### config.mk
export PLATFORM = sky130hd
export DESIGN_NAME = bank_map_dec
export DESIGN_NICKNAME = d
export VERILOG_FILES = /design/src/rtl/bmd_pkg.sv /design/src/rtl/bmd_bus_lock.sv /design/src/rtl/bmd_region_dec.sv /design/src/rtl/bmd_wbank.sv /design/src/rtl/bank_map_dec.sv
export SDC_FILE = /design/constraint.sdc
export NUM_CORES = 1
export LEC_CHECK = 0
export BUFFER_PORTS_ARGS = -buffer_cell sky130_fd_sc_hd__buf_2
export CAP_MARGIN = 30
export CORE_UTILIZATION = 43
export CTS_BUF_LIST = sky130_fd_sc_hd__clkbuf_4 sky130_fd_sc_hd__clkbuf_8 sky130_fd_sc_hd__clkbuf_16
export CTS_CLUSTER_SIZE = 24
export DETAILED_ROUTE_END_ITERATION = 6
export PLACE_DENSITY_LB_ADDON = 0.3
export SLEW_MARGIN = 25
export SYNTH_ARGS = -nofsm -noshare
export SYNTH_HDL_FRONTEND = slang
export SYNTH_SLANG_ARGS = --single-unit
### constraint.sdc
create_clock -name clk_i -period 4.3 [get_ports clk_i]
set_input_delay 0.215 -clock clk_i [delete_from_list [all_inputs] [get_ports clk_i]]
set_output_delay 0.215 -clock clk_i [all_outputs]
set_load 0.005 [all_outputs]
### src/rtl/bmd_pkg.sv
`timescale 1ns/1ps
package bmd_pkg;
  localparam int ADDR_W     = 16;
  localparam int DATA_W     = 8;
  localparam int GRP_W      = 3;
  localparam int WRAM_OFF_W = 12;

  typedef enum logic [1:0] {
    BUS_MAIN = 2'd0,
    BUS_VID  = 2'd1,
    BUS_WRK  = 2'd2,
    BUS_CPU  = 2'd3
  } bus_e;

  // strobe positions, decoded by the region ports
  localparam int RG_ROM0 = 0;
  localparam int RG_ROMX = 1;
  localparam int RG_VRAM = 2;
  localparam int RG_XRAM = 3;
  localparam int RG_WRAM = 4;
  localparam int RG_OAM  = 5;
  localparam int RG_IO   = 6;
  localparam int RG_HRAM = 7;
  localparam int RG_IE   = 8;
  localparam int RG_CTL  = 9;
  localparam int RG_N    = 10;

  function automatic bus_e grp_bus(input int g, input logic ext);
    if (g == 4)             return BUS_VID;
    else if (g == 7)        return BUS_CPU;
    else if (g == 6 && ext) return BUS_WRK;
    else                    return BUS_MAIN;
  endfunction
endpackage

### src/rtl/bmd_bus_lock.sv
`timescale 1ns/1ps
module bmd_bus_lock
  import bmd_pkg::*;
#(
  parameter int G_W = GRP_W
) (
  input  logic           model_i,
  input  logic           dma_active_i,
  input  logic [G_W-1:0] dma_grp_i,
  input  logic [G_W-1:0] cpu_grp_i,
  input  logic           oam_hit_i,
  output logic           lock_o
);
  localparam int G_N = 1 << G_W;

  bus_e tbl_base [G_N];
  bus_e tbl_ext  [G_N];

  for (genvar g = 0; g < G_N; g++) begin : g_tbl
    assign tbl_base[g] = grp_bus(g, 1'b0);
    assign tbl_ext[g]  = grp_bus(g, 1'b1);
  end

  bus_e dma_bus, cpu_bus;
  assign dma_bus = model_i ? tbl_ext[dma_grp_i] : tbl_base[dma_grp_i];
  assign cpu_bus = model_i ? tbl_ext[cpu_grp_i] : tbl_base[cpu_grp_i];

  assign lock_o = dma_active_i &&
                  (oam_hit_i || (dma_bus != BUS_CPU && dma_bus == cpu_bus));
endmodule

### src/rtl/bmd_region_dec.sv
`timescale 1ns/1ps
module bmd_region_dec
  import bmd_pkg::*;
#(
  parameter logic [ADDR_W-1:0] WBANK_ADDR = 16'hFF70
) (
  input  logic [ADDR_W-1:0] addr_i,
  input  logic              we_i,
  output logic [RG_N-1:0]   raw_o,
  output logic              vram_o,
  output logic              oam_o,
  output logic              wbank_o
);
  always_comb begin
    raw_o   = '0;
    vram_o  = 1'b0;
    oam_o   = 1'b0;
    wbank_o = 1'b0;
    if (!addr_i[15]) begin
      if (we_i)           raw_o[RG_CTL]  = 1'b1;
      else if (addr_i[14]) raw_o[RG_ROMX] = 1'b1;
      else                raw_o[RG_ROM0] = 1'b1;
    end else begin
      unique case (addr_i[14:13])
        2'd0: begin
          vram_o         = 1'b1;
          raw_o[RG_VRAM] = 1'b1;
        end
        2'd1: raw_o[RG_XRAM] = 1'b1;
        2'd2: raw_o[RG_WRAM] = 1'b1;
        default: begin
          if (addr_i < 16'hFE00) raw_o[RG_WRAM] = 1'b1;
          else if (addr_i < 16'hFEA0) begin
            oam_o         = 1'b1;
            raw_o[RG_OAM] = 1'b1;
          end
          else if (addr_i < 16'hFF00) raw_o = '0;
          else if (addr_i == WBANK_ADDR) wbank_o = 1'b1;
          else if (addr_i < 16'hFF80) raw_o[RG_IO] = 1'b1;
          else if (addr_i != 16'hFFFF) raw_o[RG_HRAM] = 1'b1;
          else raw_o[RG_IE] = 1'b1;
        end
      endcase
    end
  end
endmodule

### src/rtl/bmd_wbank.sv
`timescale 1ns/1ps
module bmd_wbank #(
  parameter int BANK_W = 3
) (
  input  logic              clk_i,
  input  logic              rst_ni,
  input  logic              wr_i,
  input  logic [BANK_W-1:0] wdata_i,
  output logic [BANK_W-1:0] raw_o,
  output logic [BANK_W-1:0] eff_o
);
  always_ff @(posedge clk_i or negedge rst_ni) begin
    if (!rst_ni)   raw_o <= '0;
    else if (wr_i) raw_o <= wdata_i;
  end

  assign eff_o = (raw_o == '0) ? BANK_W'(1) : raw_o;
endmodule

### src/rtl/bank_map_dec.sv
`timescale 1ns/1ps
module bank_map_dec
  import bmd_pkg::*;
#(
  parameter int                BANK_W     = 3,
  parameter logic [ADDR_W-1:0] WBANK_ADDR = 16'hFF70
) (
  input  logic                       clk_i,
  input  logic                       rst_ni,
  input  logic                       req_i,
  input  logic                       we_i,
  input  logic [ADDR_W-1:0]          addr_i,
  input  logic [DATA_W-1:0]          wdata_i,
  output logic [DATA_W-1:0]          rdata_o,
  input  logic                       model_i,
  input  logic [1:0]                 vid_mode_i,
  input  logic                       dma_active_i,
  input  logic [GRP_W-1:0]           dma_grp_i,
  output logic [RG_N-1:0]            sel_o,
  output logic [ADDR_W-1:0]          reg_addr_o,
  output logic                       reg_we_o,
  output logic [DATA_W-1:0]          reg_wdata_o,
  output logic [BANK_W+WRAM_OFF_W-1:0] wram_addr_o,
  input  logic [DATA_W-1:0]          rom_rdata_i,
  input  logic [DATA_W-1:0]          vram_rdata_i,
  input  logic [DATA_W-1:0]          xram_rdata_i,
  input  logic [DATA_W-1:0]          wram_rdata_i,
  input  logic [DATA_W-1:0]          oam_rdata_i,
  input  logic [DATA_W-1:0]          io_rdata_i,
  input  logic [DATA_W-1:0]          hram_rdata_i,
  input  logic [DATA_W-1:0]          ie_rdata_i
);
  localparam logic [DATA_W-1:0] OPEN_BUS = '1;
  localparam int                PAD_W    = DATA_W - BANK_W;

  logic [RG_N-1:0]   raw;
  logic              vram_hit, oam_hit, wbank_hit;
  logic              dma_lock, mode_lock, allow;
  logic [BANK_W-1:0] bank_raw, bank_eff;
  logic [DATA_W-1:0] rd_next;

  bmd_region_dec #(.WBANK_ADDR(WBANK_ADDR)) u_dec (
    .addr_i  (addr_i),
    .we_i    (we_i),
    .raw_o   (raw),
    .vram_o  (vram_hit),
    .oam_o   (oam_hit),
    .wbank_o (wbank_hit)
  );

  bmd_bus_lock #(.G_W(GRP_W)) u_lock (
    .model_i      (model_i),
    .dma_active_i (dma_active_i),
    .dma_grp_i    (dma_grp_i),
    .cpu_grp_i    (addr_i[ADDR_W-1 -: GRP_W]),
    .oam_hit_i    (oam_hit),
    .lock_o       (dma_lock)
  );

  // pixel transfer = 3, OAM scan = 2
  assign mode_lock = (vram_hit && vid_mode_i == 2'd3) || (oam_hit && vid_mode_i[1]);
  assign allow     = req_i && !dma_lock && !mode_lock;
  assign sel_o     = allow ? raw : '0;

  bmd_wbank #(.BANK_W(BANK_W)) u_wbank (
    .clk_i   (clk_i),
    .rst_ni  (rst_ni),
    .wr_i    (allow && we_i && wbank_hit),
    .wdata_i (wdata_i[BANK_W-1:0]),
    .raw_o   (bank_raw),
    .eff_o   (bank_eff)
  );

  assign wram_addr_o = {(addr_i[WRAM_OFF_W] ? bank_eff : BANK_W'(0)),
                        addr_i[WRAM_OFF_W-1:0]};
  assign reg_addr_o  = addr_i;
  assign reg_we_o    = we_i;
  assign reg_wdata_o = wdata_i;

  always_comb begin
    rd_next = OPEN_BUS;
    if (allow) begin
      if (wbank_hit)                           rd_next = {{PAD_W{1'b1}}, bank_raw};
      else if (raw[RG_ROM0] || raw[RG_ROMX])   rd_next = rom_rdata_i;
      else if (raw[RG_VRAM])                   rd_next = vram_rdata_i;
      else if (raw[RG_XRAM])                   rd_next = xram_rdata_i;
      else if (raw[RG_WRAM])                   rd_next = wram_rdata_i;
      else if (raw[RG_OAM])                    rd_next = oam_rdata_i;
      else if (raw[RG_IO])                     rd_next = io_rdata_i;
      else if (raw[RG_HRAM])                   rd_next = hram_rdata_i;
      else if (raw[RG_IE])                     rd_next = ie_rdata_i;
    end
  end

  always_ff @(posedge clk_i or negedge rst_ni) begin
    if (!rst_ni)              rdata_o <= OPEN_BUS;
    else if (req_i && !we_i)  rdata_o <= rd_next;
  end
endmodule

==> metrics.yaml, run 1 <==
power_and_ir_drop:
  leakagePower_nw: 1.17
  power_frac_comb: 0.435
  share_seq_of_total_power: 0.303
  intPower_w: 0.000272
  clock_power_share: 0.263
  peakVddDrop_mv: 0.160
  switching_share: 0.319
  power-per-cell-area_nw_per_um2: 168
  power_switching_w: 0.000127
clocking:
  postCtsSetupRepairBufs: 0
  cts_root_buffer: "sky130_fd_sc_hd__clkbuf_8"
  cts_max_level: 1
  clkTransAtPathRegs_ns: 0.05
  clock-sinks: 11
  inserted_clock_buffers: 3
  max-clock-path-buffers: 2
  clock_latency_on_the_worst_skew_pair_ns: 0.23
  tritoncts: "done"
floorplanning:
  ios: 157
  rows: 23
  die_height_um: 67.9
  design.die.area_sq_um: 4610
  initial_core_util: 0.457
  core_area_sq_um: 4090
  floorplan.die.width_um: 67.9
timing:
  finClkSkew_ns: 0.00181
  post-route-period-util: 0.605
  final_hold_violation_count: 0
  slew_headroom: 0.618
  final_period_minus_worst_setup_slack_ns: 2.60
  tns_ns: 0
  max_clock_freq_mhz: 385
  number_of_pins_with_negative_max_slew_slack_in_the_final_report: 0
  slew_worst_pin_ns: 0.572
  setup_violations_final: 0
  rsz0062_at_grt: "false"
synthesis:
  postSynthNetCount: 347
  netlist-cell-type-count: 54
  synth.cell_area_sq_um: 1870
  ys.warnings.count: 0
  ys_ff_latch: 11
  postSynthCellCount: 243
  edff_count_synth: 0
  synth-async-reset-ratio: 1.00
  ys.flop_type: "sky130_fd_sc_hd__dfstp_2"
  synthesis.area_per_instance_sq_um: 7.68
  synth_seq_area_share: 0.153
routing:
  drt_first_pass_iters: 4
  avgViaCountPerCell: 5.64
  drc: 0
  detail_route.wirelength_mm: 6.03
  drt_iter0_drc: 183
  drt-wirelength-per-cell_um: 15.3
  antenna_violating_nets_post_route: 0
  vias: 2221
worst_setup_path:
  critical_path_arrival_ns: 2.38
  setup.worst_path.end_class: "output pin"
  r2r_slack_ns: 2.74
  worst_setup_path_start_kind: "primary input"
  critical_path_class: "primary input to output pin"
  timing.critical_path.fanout_max: 11
  required_ns: 4.09
grt:
  initial_antenna_violation_count: 0
  first_global_vias: 1889
  grt_max_degree: 27
  grt_overflow_total: 0
  grt_first_pass_wirelength_mm: 8.67
  grt.total_usage: 0.250
final_layout:
  drive_above_1_share: 0.529
  inserted_diodes: 0
  nFillCells: 402
  utilization: 0.581
  syn_to_final_growth_pct: 27.1
  finalNetCount: 449
place:
  port_buffers: 146
  place.detailed.hpwl_mm: 5.00
  gp_congestion: 0.907
flow_run:
  max_cap_viol_count: 0
run_status:
  outcome: "finished, final reports clean"
worst_hold_path:
  hold_class: "primary input to flip-flop"
[synth_stat cells, drive strengths merged (4+ instances only)]
master,number,share of area
a21oi,5,0.013
a221oi,7,0.036
and2,4,0.013
buf,43,0.17
clkbuf,8,0.016
dfstp,8,0.11
ha,5,0.034
inv,9,0.018
mux2i,7,0.038
nand2,13,0.027
nand3,6,0.016
nand4,4,0.013
nor2,26,0.052
nor3,7,0.019
o21a,6,0.024
o21ai,20,0.054
o221ai,5,0.040
o32ai,5,0.023
or4,4,0.018
or4b,6,0.032
[layout make-up]
class                   count  area (sq um)  area share
flip-flops and latches     11           285       0.120
multi-input cells         172          1190       0.503
repair buffers            148           748       0.315
inverters                   9          33.8      0.0142
well taps                  50          62.6      0.0264
clock buffers               4          48.8      0.0206
[critical path, stage by stage]
cell and delay, ns:
sky130_fd_sc_hd__buf_2 0.14, sky130_fd_sc_hd__ha_1 0.27, sky130_fd_sc_hd__and4_4 0.19, sky130_fd_sc_hd__nand4b_1 0.33, sky130_fd_sc_hd__o211ai_1 0.18, sky130_fd_sc_hd__o22ai_2 0.33
sky130_fd_sc_hd__nand2_1 0.31, sky130_fd_sc_hd__nor4_1 0.25, sky130_fd_sc_hd__buf_2 0.16
[power groups by stage]
stage,registers [W],clock network (W),logic [W]
2_1_floorplan,0.000122,0,0.000105
3_3_place_gp,0.000121,0,0.000169
3_5_place_dp,0.000122,0,0.000170
4_1_cts,0.000121,0.000109,0.000172
5_1_grt,0.000122,0.000115,0.000191
6_report,0.000121,0.000105,0.000174
[path summary, 6_finish.rpt]
path                                    end  depth (start not counted)        startpoint
max                                sel_o[0]                          9        addr_i[14]
min reg2reg                u_wbank.raw_o[0]                          1  u_wbank.raw_o[0]
max reg2reg                      rdata_o[6]                          3        rdata_o[6]
min                        u_wbank.raw_o[0]                          2        wdata_i[0]
max in group asynchronous        rdata_o[2]                          2            rst_ni
min in group asynchronous  u_wbank.raw_o[0]                          2            rst_ni
[flip-flops by register name (all words and copies together), names as in the netlist]
name and cells:
u_wbank.raw_o 3, rdata_o 8
[layout by cell type (no fill, tap or decap), drive strengths merged, types with 7 or more instances in the layout]
cell type	instances
buf	147
o21ai	20
dfstp	8
nand2	13
mux2i	7
a221oi	7
inv	9
nor2	26
nor3	7
[per-layer routing]
layer | GRT usage | vias to the layer above | wire, um
met5 | 0 | - | 0
met4 | 0.0885 | 0 | 89
met3 | 0.0200 | 10 | 487
met2 | 0.438 | 128 | 2920
met1 | 0.320 | 1001 | 2530
li1 | - | 1082 | -
[what timing repair did]
| action | CTS | global route |
|---|---|---|
| gates resized for setup | 0 | 0 |
| endpoints found under the hold margin | 3 | 0 |
| hold buffers | 1 | 0 |
[per-stage QoR]
step / setup slack [ns] / instance area, sq um / total power [W] / cells / hold slack (ns)
final: 1.70 / 2370 / 0.000400 / 394 / 0.223
after global routing: 1.46 / 2370 / 0.000428 / 394 / 0.230
after CTS: 1.73 / 2360 / 0.000402 / 393 / 0.221
after detailed placement: 1.73 / 2310 / 0.000292 / 388 / 0.0843
after global placement: 1.83 / 2310 / 0.000290 / 388 / 0.0844
after floorplan: 2.33 / 1870 / 0.000227 / 243 / -0.0806
[kinds of logic (layout without fill, tap and decap cells)]
kind of cell               count (synthesis)  after routing  synth area share
muxes                                     10             10            0.0556
and+or+nand+nor                           88             88             0.263
buffers and inverters                     60            161             0.208
AOI/OAI and AO/OA                         69             69             0.287
adders and majority gates                  5              5            0.0335
DFF                                       11             11             0.153
Power figures use the tool's default switching activity.
==> run 2: changes to the inputs <==
--- a/config.mk
+++ b/config.mk
@@ -7,7 +7,7 @@
 export LEC_CHECK = 0
 export BUFFER_PORTS_ARGS = -buffer_cell sky130_fd_sc_hd__buf_2
 export CAP_MARGIN = 30
-export CORE_UTILIZATION = 43
+export CORE_UTILIZATION = 39
 export CTS_BUF_LIST = sky130_fd_sc_hd__clkbuf_4 sky130_fd_sc_hd__clkbuf_8 sky130_fd_sc_hd__clkbuf_16
 export CTS_CLUSTER_SIZE = 24
 export DETAILED_ROUTE_END_ITERATION = 6
==> constraint.sdc (replaced) <==
create_clock -name clk_i -period 2.51 [get_ports clk_i]
set_input_delay 0.1255 -clock clk_i [delete_from_list [all_inputs] [get_ports clk_i]]
set_output_delay 0.1255 -clock clk_i [all_outputs]
set_load 0.005 [all_outputs]
==> metrics.yaml, run 2 (synthesis results as in run 1) <==
worst_setup_path:
  timing.critical_path.fanout_max: 10  # -1
  worst_setup_path_start_kind: "primary input"
  setup.worst_path.end_class: "output pin"
  delay_of_the_slowest_cell_on_the_worst_path_ns: 0.32  # about the same
  critical_path_arrival_ns: 2.12  # -0.26 ns
  critical-path-slowest-cell: "sky130_fd_sc_hd__o22ai_2"
  r2r_slack_ns: 0.97  # -1.77 ns
  required_ns: 2.38  # -1.71 ns
  critical_path_class: "primary input to output pin"
  crit_path_cell_trace: "buf_2 > inv_1 > ha_1 > and2_1 > nand3_1 > o211ai_1 > o22ai_2 > nand2_1 > nor3b_1 > buf_2"
  critical_path.most_common_cell: "sky130_fd_sc_hd__buf_2"
clocking:
  postCtsSetupRepairBufs: 0  # unchanged
  inserted_clock_buffers: 3  # unchanged
  tritoncts: "done"
  cts_root_buffer: "sky130_fd_sc_hd__clkbuf_8"
  post_cts_resized: 0  # unchanged
  clock_latency_on_the_worst_skew_pair_ns: 0.23  # about the same
  clkTransAtPathRegs_ns: 0.05  # about the same
  cts_max_level: 1  # unchanged
  max-clock-path-buffers: 2  # unchanged
  clock-sinks: 11  # unchanged
final_layout:
  finish.instance_area_sq_um: 2400  # +1.1%
  syn_to_final_growth_pct: 28.4
  utilization: 0.536  # -0.0447
  layout_common_cells: "146 x sky130_fd_sc_hd__buf_2, 26 x sky130_fd_sc_hd__nor2_1, 20 x sky130_fd_sc_hd__o21ai_0"
  drive_above_1_share: 0.533  # +0.00407
  finalNetCount: 452  # +0.67%
  registers.top_by_ff_count: "rdata_o"
  inserted_diodes: 0  # unchanged
  largest_register_ff_count: 8  # unchanged
  most_common_cell_after_layout_fill_and_taps_aside: "sky130_fd_sc_hd__buf_2"
  biggestRegsByFlops: "rdata_o x8, u_wbank.raw_o x3"
floorplanning:
  rows: 24  # +4.3%
  ios: 157  # unchanged
  floorplan.die.width_um: 71.2  # +4.9%
  core_area_sq_um: 4470  # +9.5%
  initial_core_util: 0.417  # -0.0396
  design.die.area_sq_um: 5070  # +9.9%
  die_height_um: 71.2  # +4.9%
flow_run:
  max_cap_viol_count: 0  # unchanged
place:
  place.detailed.hpwl_mm: 5.29  # +5.9%
  port_buffers: 146  # unchanged
  placedInstanceArea_sq_um: 2340  # +1.4%
  gp_congestion: 0.904  # -0.35%
worst_hold_path:
  hold_class: "primary input to flip-flop"
power_and_ir_drop:
  peakVddDrop_mv: 0.246  # +54%
  power_switching_w: 0.000221  # +74%
  finalPower_w: 0.000690  # +73%
  clock_power_share: 0.267  # +0.004
  power-per-cell-area_nw_per_um2: 288  # +71%
  leakagePower_nw: 1.18  # +1.2%
  switching_share: 0.321  # +0.00196
  power_frac_comb: 0.433  # -0.002
  intPower_w: 0.000468  # +72%
  share_seq_of_total_power: 0.301  # -0.002
timing:
  max_clock_freq_mhz: 446
  slew_headroom: 0.591  # -0.0277
  slew_worst_pin_ns: 0.613  # +0.0402 ns
  rsz0062_at_grt: "false"
  tns_ns: 0  # unchanged
  post-route-period-util: 0.894
  setup_violations_final: 0  # unchanged
  final_period_minus_worst_setup_slack_ns: 2.24
  finClkSkew_ns: 0.00214  # +0.000329 ns
  number_of_pins_with_negative_max_slew_slack_in_the_final_report: 0  # unchanged
  hold_slack_ns: 0.134  # -0.0885 ns
  final_hold_violation_count: 0  # unchanged
grt:
  grt_util_met2: 0.414  # -0.0244
  grt_max_degree: 19  # -30%
  grt_overflow_total: 0  # unchanged
  initial_antenna_violation_count: 0  # unchanged
  grt.total_usage: 0.237  # -0.0132
  global_route.usage.met3: 0.0228  # +0.00279
  first_global_vias: 2066  # +9.4%
  grt_most_used_layer: "met2"
  grt_first_pass_wirelength_mm: 9.52  # +9.8%
  global_route.usage.met1: 0.307  # -0.0131
routing:
  drt_iter0_drc: 159  # -13%
  drt-wirelength-per-cell_um: 15.7  # +2.3%
  antenna_violating_nets_post_route: 0  # unchanged
  vias: 2194  # -1.2%
  drc: 11  # +11
  avgViaCountPerCell: 5.50  # -2.5%
  detail_route.wirelength_mm: 6.25  # +3.6%
  drt_first_pass_iters: 7  # +3
run_status:
  violated_checks: "DRC"
  outcome: "complete, but fails checks"
-- run 2: cell count changes in the layout (fill, tap and decap cells not counted), sizes merged --
| cell | delta |
|---|---|
| buf | +3 |
-- run 2: worst max-delay path: cells and delay by family --
family,cells,cell delay (ns)
compound gates,2,0.42
fa+ha+maj,1,0.23
simple gates,4,0.97
buf+inv,3,0.37
-- run 2: layout make-up --
| class | count | area, sq um |
|---|---|---|
| multi-input combinational | 172 | 1190 |
| sequential | 11 | 285 |
| inverter | 9 | 33.8 |
| clock buffer | 4 | 48.8 |
| timing repair buffer | 151 | 771 |
| fill | 467 | 2080 |
| tap | 52 | 65.1 |
-- run 2: final timing paths --
kind / start / endpoint / depth (start not counted)
min in group asynchronous: rst_ni / u_wbank.raw_o[1] / 2
max: addr_i[14] / sel_o[9] / 10
max in group asynchronous: rst_ni / rdata_o[1] / 2
max reg2reg: rdata_o[7] / rdata_o[7] / 3
min reg2reg: u_wbank.raw_o[0] / u_wbank.raw_o[0] / 1
min: wdata_i[0] / u_wbank.raw_o[0] / 2
-- run 2: routing by layer --
layer | routed length (um) | part of all wire | up-vias
met2 | 3030 | 0.49 | 110
li1 | - | - | 1084
met4 | 101 | 0.016 | 0
met1 | 2620 | 0.42 | 991
met5 | 0 | 0 | -
met3 | 497 | 0.080 | 9
-- run 2: per-stage QoR --
| step | worst slack [ns] | instances |
|---|---|---|
| after floorplan | 0.632 | 243 |
| final | 0.267 | 399 |
| after global routing | 0.0716 | 399 |
| after CTS | 0.323 | 399 |
| after detailed placement | 0.236 | 394 |
| after global placement | 0.279 | 394 |
-- run 2: power groups by stage --
stage / clock (W) / sequential (W) / combinational (W)
after CTS: 0.000190 / 0.000207 / 0.000298
after global placement: 0 / 0.000209 / 0.000291
after detailed placement: 0 / 0.000209 / 0.000295
after global routing: 0.000198 / 0.000209 / 0.000327
after floorplan: 0 / 0.000209 / 0.000180
final: 0.000184 / 0.000207 / 0.000298
-- run 2: what timing repair did --
item | 4_1_cts | 5_1_grt
hold buffers | 1 | 0
setup endpoints to repair | 0 | 0
hold endpoints to repair | 3 | 0
==> run 3: changes to the inputs <==
--- a/config.mk
+++ b/config.mk
@@ -7,7 +7,7 @@
 export LEC_CHECK = 0
 export BUFFER_PORTS_ARGS = -buffer_cell sky130_fd_sc_hd__buf_2
 export CAP_MARGIN = 30
-export CORE_UTILIZATION = 39
+export CORE_UTILIZATION = 40
 export CTS_BUF_LIST = sky130_fd_sc_hd__clkbuf_4 sky130_fd_sc_hd__clkbuf_8 sky130_fd_sc_hd__clkbuf_16
 export CTS_CLUSTER_SIZE = 24
 export DETAILED_ROUTE_END_ITERATION = 6
==> constraint.sdc (replaced) <==
create_clock -name clk_i -period 2.85 [get_ports clk_i]
set_input_delay 0.1425 -clock clk_i [delete_from_list [all_inputs] [get_ports clk_i]]
set_output_delay 0.1425 -clock clk_i [all_outputs]
set_load 0.005 [all_outputs]
==> metrics.yaml, run 3 (synthesis results as in run 1) <==
grt:
  grt_first_pass_wirelength_mm: 9.23  # -3.0%
  initial_antenna_violation_count: 0  # unchanged
  first_global_vias: 1980  # -4.2%
  grt_max_degree: 25  # +6
  grt.total_usage: 0.231  # -0.00666
  grt_overflow_total: 0  # unchanged
floorplanning:
  rows: 24  # unchanged
  ios: 157  # unchanged
  core_area_sq_um: 4410  # -1.3%
  die_height_um: 70.3  # -1.2%
  design.die.area_sq_um: 4940  # -2.4%
  initial_core_util: 0.423  # +0.00568
  floorplan.die.width_um: 70.3  # -1.2%
clocking:
  inserted_clock_buffers: 3  # unchanged
  clock_latency_on_the_worst_skew_pair_ns: 0.24  # about the same
  clock-sinks: 11  # unchanged
  clkTransAtPathRegs_ns: 0.05  # about the same
  max-clock-path-buffers: 2  # unchanged
  cts_max_level: 1  # unchanged
  tritoncts: "done"
  cts_root_buffer: "sky130_fd_sc_hd__clkbuf_8"
  postCtsSetupRepairBufs: 0  # unchanged
place:
  place.detailed.hpwl_mm: 5.01  # -5.3%
  placedInstanceArea_sq_um: 2320  # -0.64%
  port_buffers: 146  # unchanged
  gp_congestion: 0.899  # -0.58%
timing:
  max_clock_freq_mhz: 405
  slew_headroom: 0.604  # +0.0138
  slew_worst_pin_ns: 0.592  # -0.0206 ns
  post-route-period-util: 0.866
  number_of_pins_with_negative_max_slew_slack_in_the_final_report: 0  # unchanged
  tns_ns: 0  # unchanged
  setup_violations_final: 0  # unchanged
  final_hold_violation_count: 0  # unchanged
  finClkSkew_ns: 0.0000978  # -0.00204 ns
  rsz0062_at_grt: "false"
  final_period_minus_worst_setup_slack_ns: 2.47
worst_hold_path:
  hold_class: "primary input to flip-flop"
  hold-path-cell-count: 2  # unchanged
  holdPathEnd: "u_wbank.raw_o[0]"
  hold_crit_start: "wdata_i[0]"
final_layout:
  area_taken_by_multi_input_logic_gates_sq_um: 1190  # unchanged
  area.sequential_sq_um: 285  # unchanged
  finish.instance_area_sq_um: 2380  # -0.63%
  inserted_diodes: 0  # unchanged
  nFillCells: 443  # -5.1%
  finalNetCount: 450  # -0.44%
  largest_register_ff_count: 8  # unchanged
  biggestRegsByFlops: "rdata_o x8, u_wbank.raw_o x3"
  layout_common_cells: "146 x sky130_fd_sc_hd__buf_2, 26 x sky130_fd_sc_hd__nor2_1, 20 x sky130_fd_sc_hd__o21ai_0"
  drive_above_1_share: 0.530  # -0.00271
  most_common_cell_after_layout_fill_and_taps_aside: "sky130_fd_sc_hd__buf_2"
  registers.top_by_ff_count: "rdata_o"
  syn_to_final_growth_pct: 27.6
routing:
  drt_first_pass_iters: 5  # -2
  drt_iter0_drc: 104  # -35%
  vias: 2182  # -0.55%
  drt-wirelength-per-cell_um: 15.3  # -2.6%
  avgViaCountPerCell: 5.50  # about the same
  detail_route.wirelength_mm: 6.06  # -3.1%
  antenna_violating_nets_post_route: 0  # unchanged
  drc: 0  # -11
run_status:
  outcome: "finished, final reports clean"
worst_setup_path:
  crit-reg2reg-capture: "rdata_o[6]"
  critical_path_arrival_ns: 2.32  # +0.20 ns
  worst_setup_path_start_kind: "primary input"
  regToRegStartpoint: "rdata_o[6]"
  timing.critical_path.fanout_max: 11  # +1
  r2r_slack_ns: 1.31  # +0.34 ns
  setup.worst_path.end_class: "output pin"
  reg2regPathDepth: 3  # unchanged
  critical_path.startpoint: "addr_i[14]"
  critical_path_class: "primary input to output pin"
  crit_path_cell_trace: "buf_2 > ha_1 > and4_4 > nand4b_1 > a21boi_0 > o22ai_2 > nand2_1 > nor2_1 > buf_2"
  critical-path-slowest-cell: "sky130_fd_sc_hd__nand4b_1"
  required_ns: 2.71  # +0.33 ns
  critical_path.most_common_cell: "sky130_fd_sc_hd__buf_2"
  delay_of_the_slowest_cell_on_the_worst_path_ns: 0.35  # +0.03 ns
power_and_ir_drop:
  switching_share: 0.322  # +0.000933
  intPower_w: 0.000412  # -12%
  share_seq_of_total_power: 0.299  # -0.002
  clock_power_share: 0.271  # +0.004
  leakagePower_nw: 1.17  # -0.79%
  peakVddDrop_mv: 0.295  # +20%
  power-per-cell-area_nw_per_um2: 255  # -11%
  power_switching_w: 0.000195  # -12%
  power_frac_comb: 0.431  # -0.002
flow_run:
  max_cap_viol_count: 0  # unchanged
==> run 3: how the worst max path moves through the flow <==
stage	to	slack (ns)	cells after the start
finish	sel_o[3]	0.38	9
global route	sel_o[3]	0.08	9
CTS	sel_o[3]	0.40	9
detailed placement	sel_o[3]	0.42	9
global placement	sel_o[3]	0.49	9
floorplan	rdata_o[0]	0.95	8
==> run 3: power groups by stage <==
stage                     logic [W]  clock network [W]  registers, W
after floorplan            0.000158                  0      0.000184
after global placement     0.000257                  0      0.000184
after detailed placement   0.000259                  0      0.000183
after CTS                  0.000261           0.000166      0.000181
after global routing       0.000287           0.000177      0.000183
final                      0.000261           0.000164      0.000181
==> run 3: final cells by class <==
type                    instances  share of cell area
well taps                      52              0.0273
flip-flops and latches         11               0.120
repair buffers                149               0.317
inverters                       9              0.0142
multi-input cells             172               0.501
clock buffers                   4              0.0205
==> run 3: routing by layer <==
metal	vias up	GRT usage	wire [um]
met4	0	0.0822	139
met5	-	0	0
met3	14	0.0216	383
li1	1079	-	-
met1	991	0.317	2710
met2	98	0.372	2830
==> run 3: what timing repair did <==
item,in CTS,in global routing
resized for setup,0,0
hold buffers,1,0
hold endpoints to repair,3,0
==> run 3: stage by stage <==
stage | power [W] | hold WS (ns) | setup slack (ns) | util | std cells
after floorplan | 0.000342 | -0.153 | 0.955 | - | 243
after global placement | 0.000441 | 0.0200 | 0.490 | 0.526 | 392
after detailed placement | 0.000442 | 0.0263 | 0.416 | 0.526 | 392
after CTS | 0.000608 | 0.159 | 0.401 | 0.540 | 397
after global routing | 0.000647 | 0.153 | 0.0808 | 0.540 | 397
final | 0.000607 | 0.155 | 0.383 | 0.540 | 397
==> run 3: worst max-delay path, delay by kind of cell <==
family / cells / cell delay (ns)
compound gates: 2 / 0.50
fa+ha+maj: 1 / 0.30
buf+inv: 2 / 0.28
simple gates: 4 / 1.10
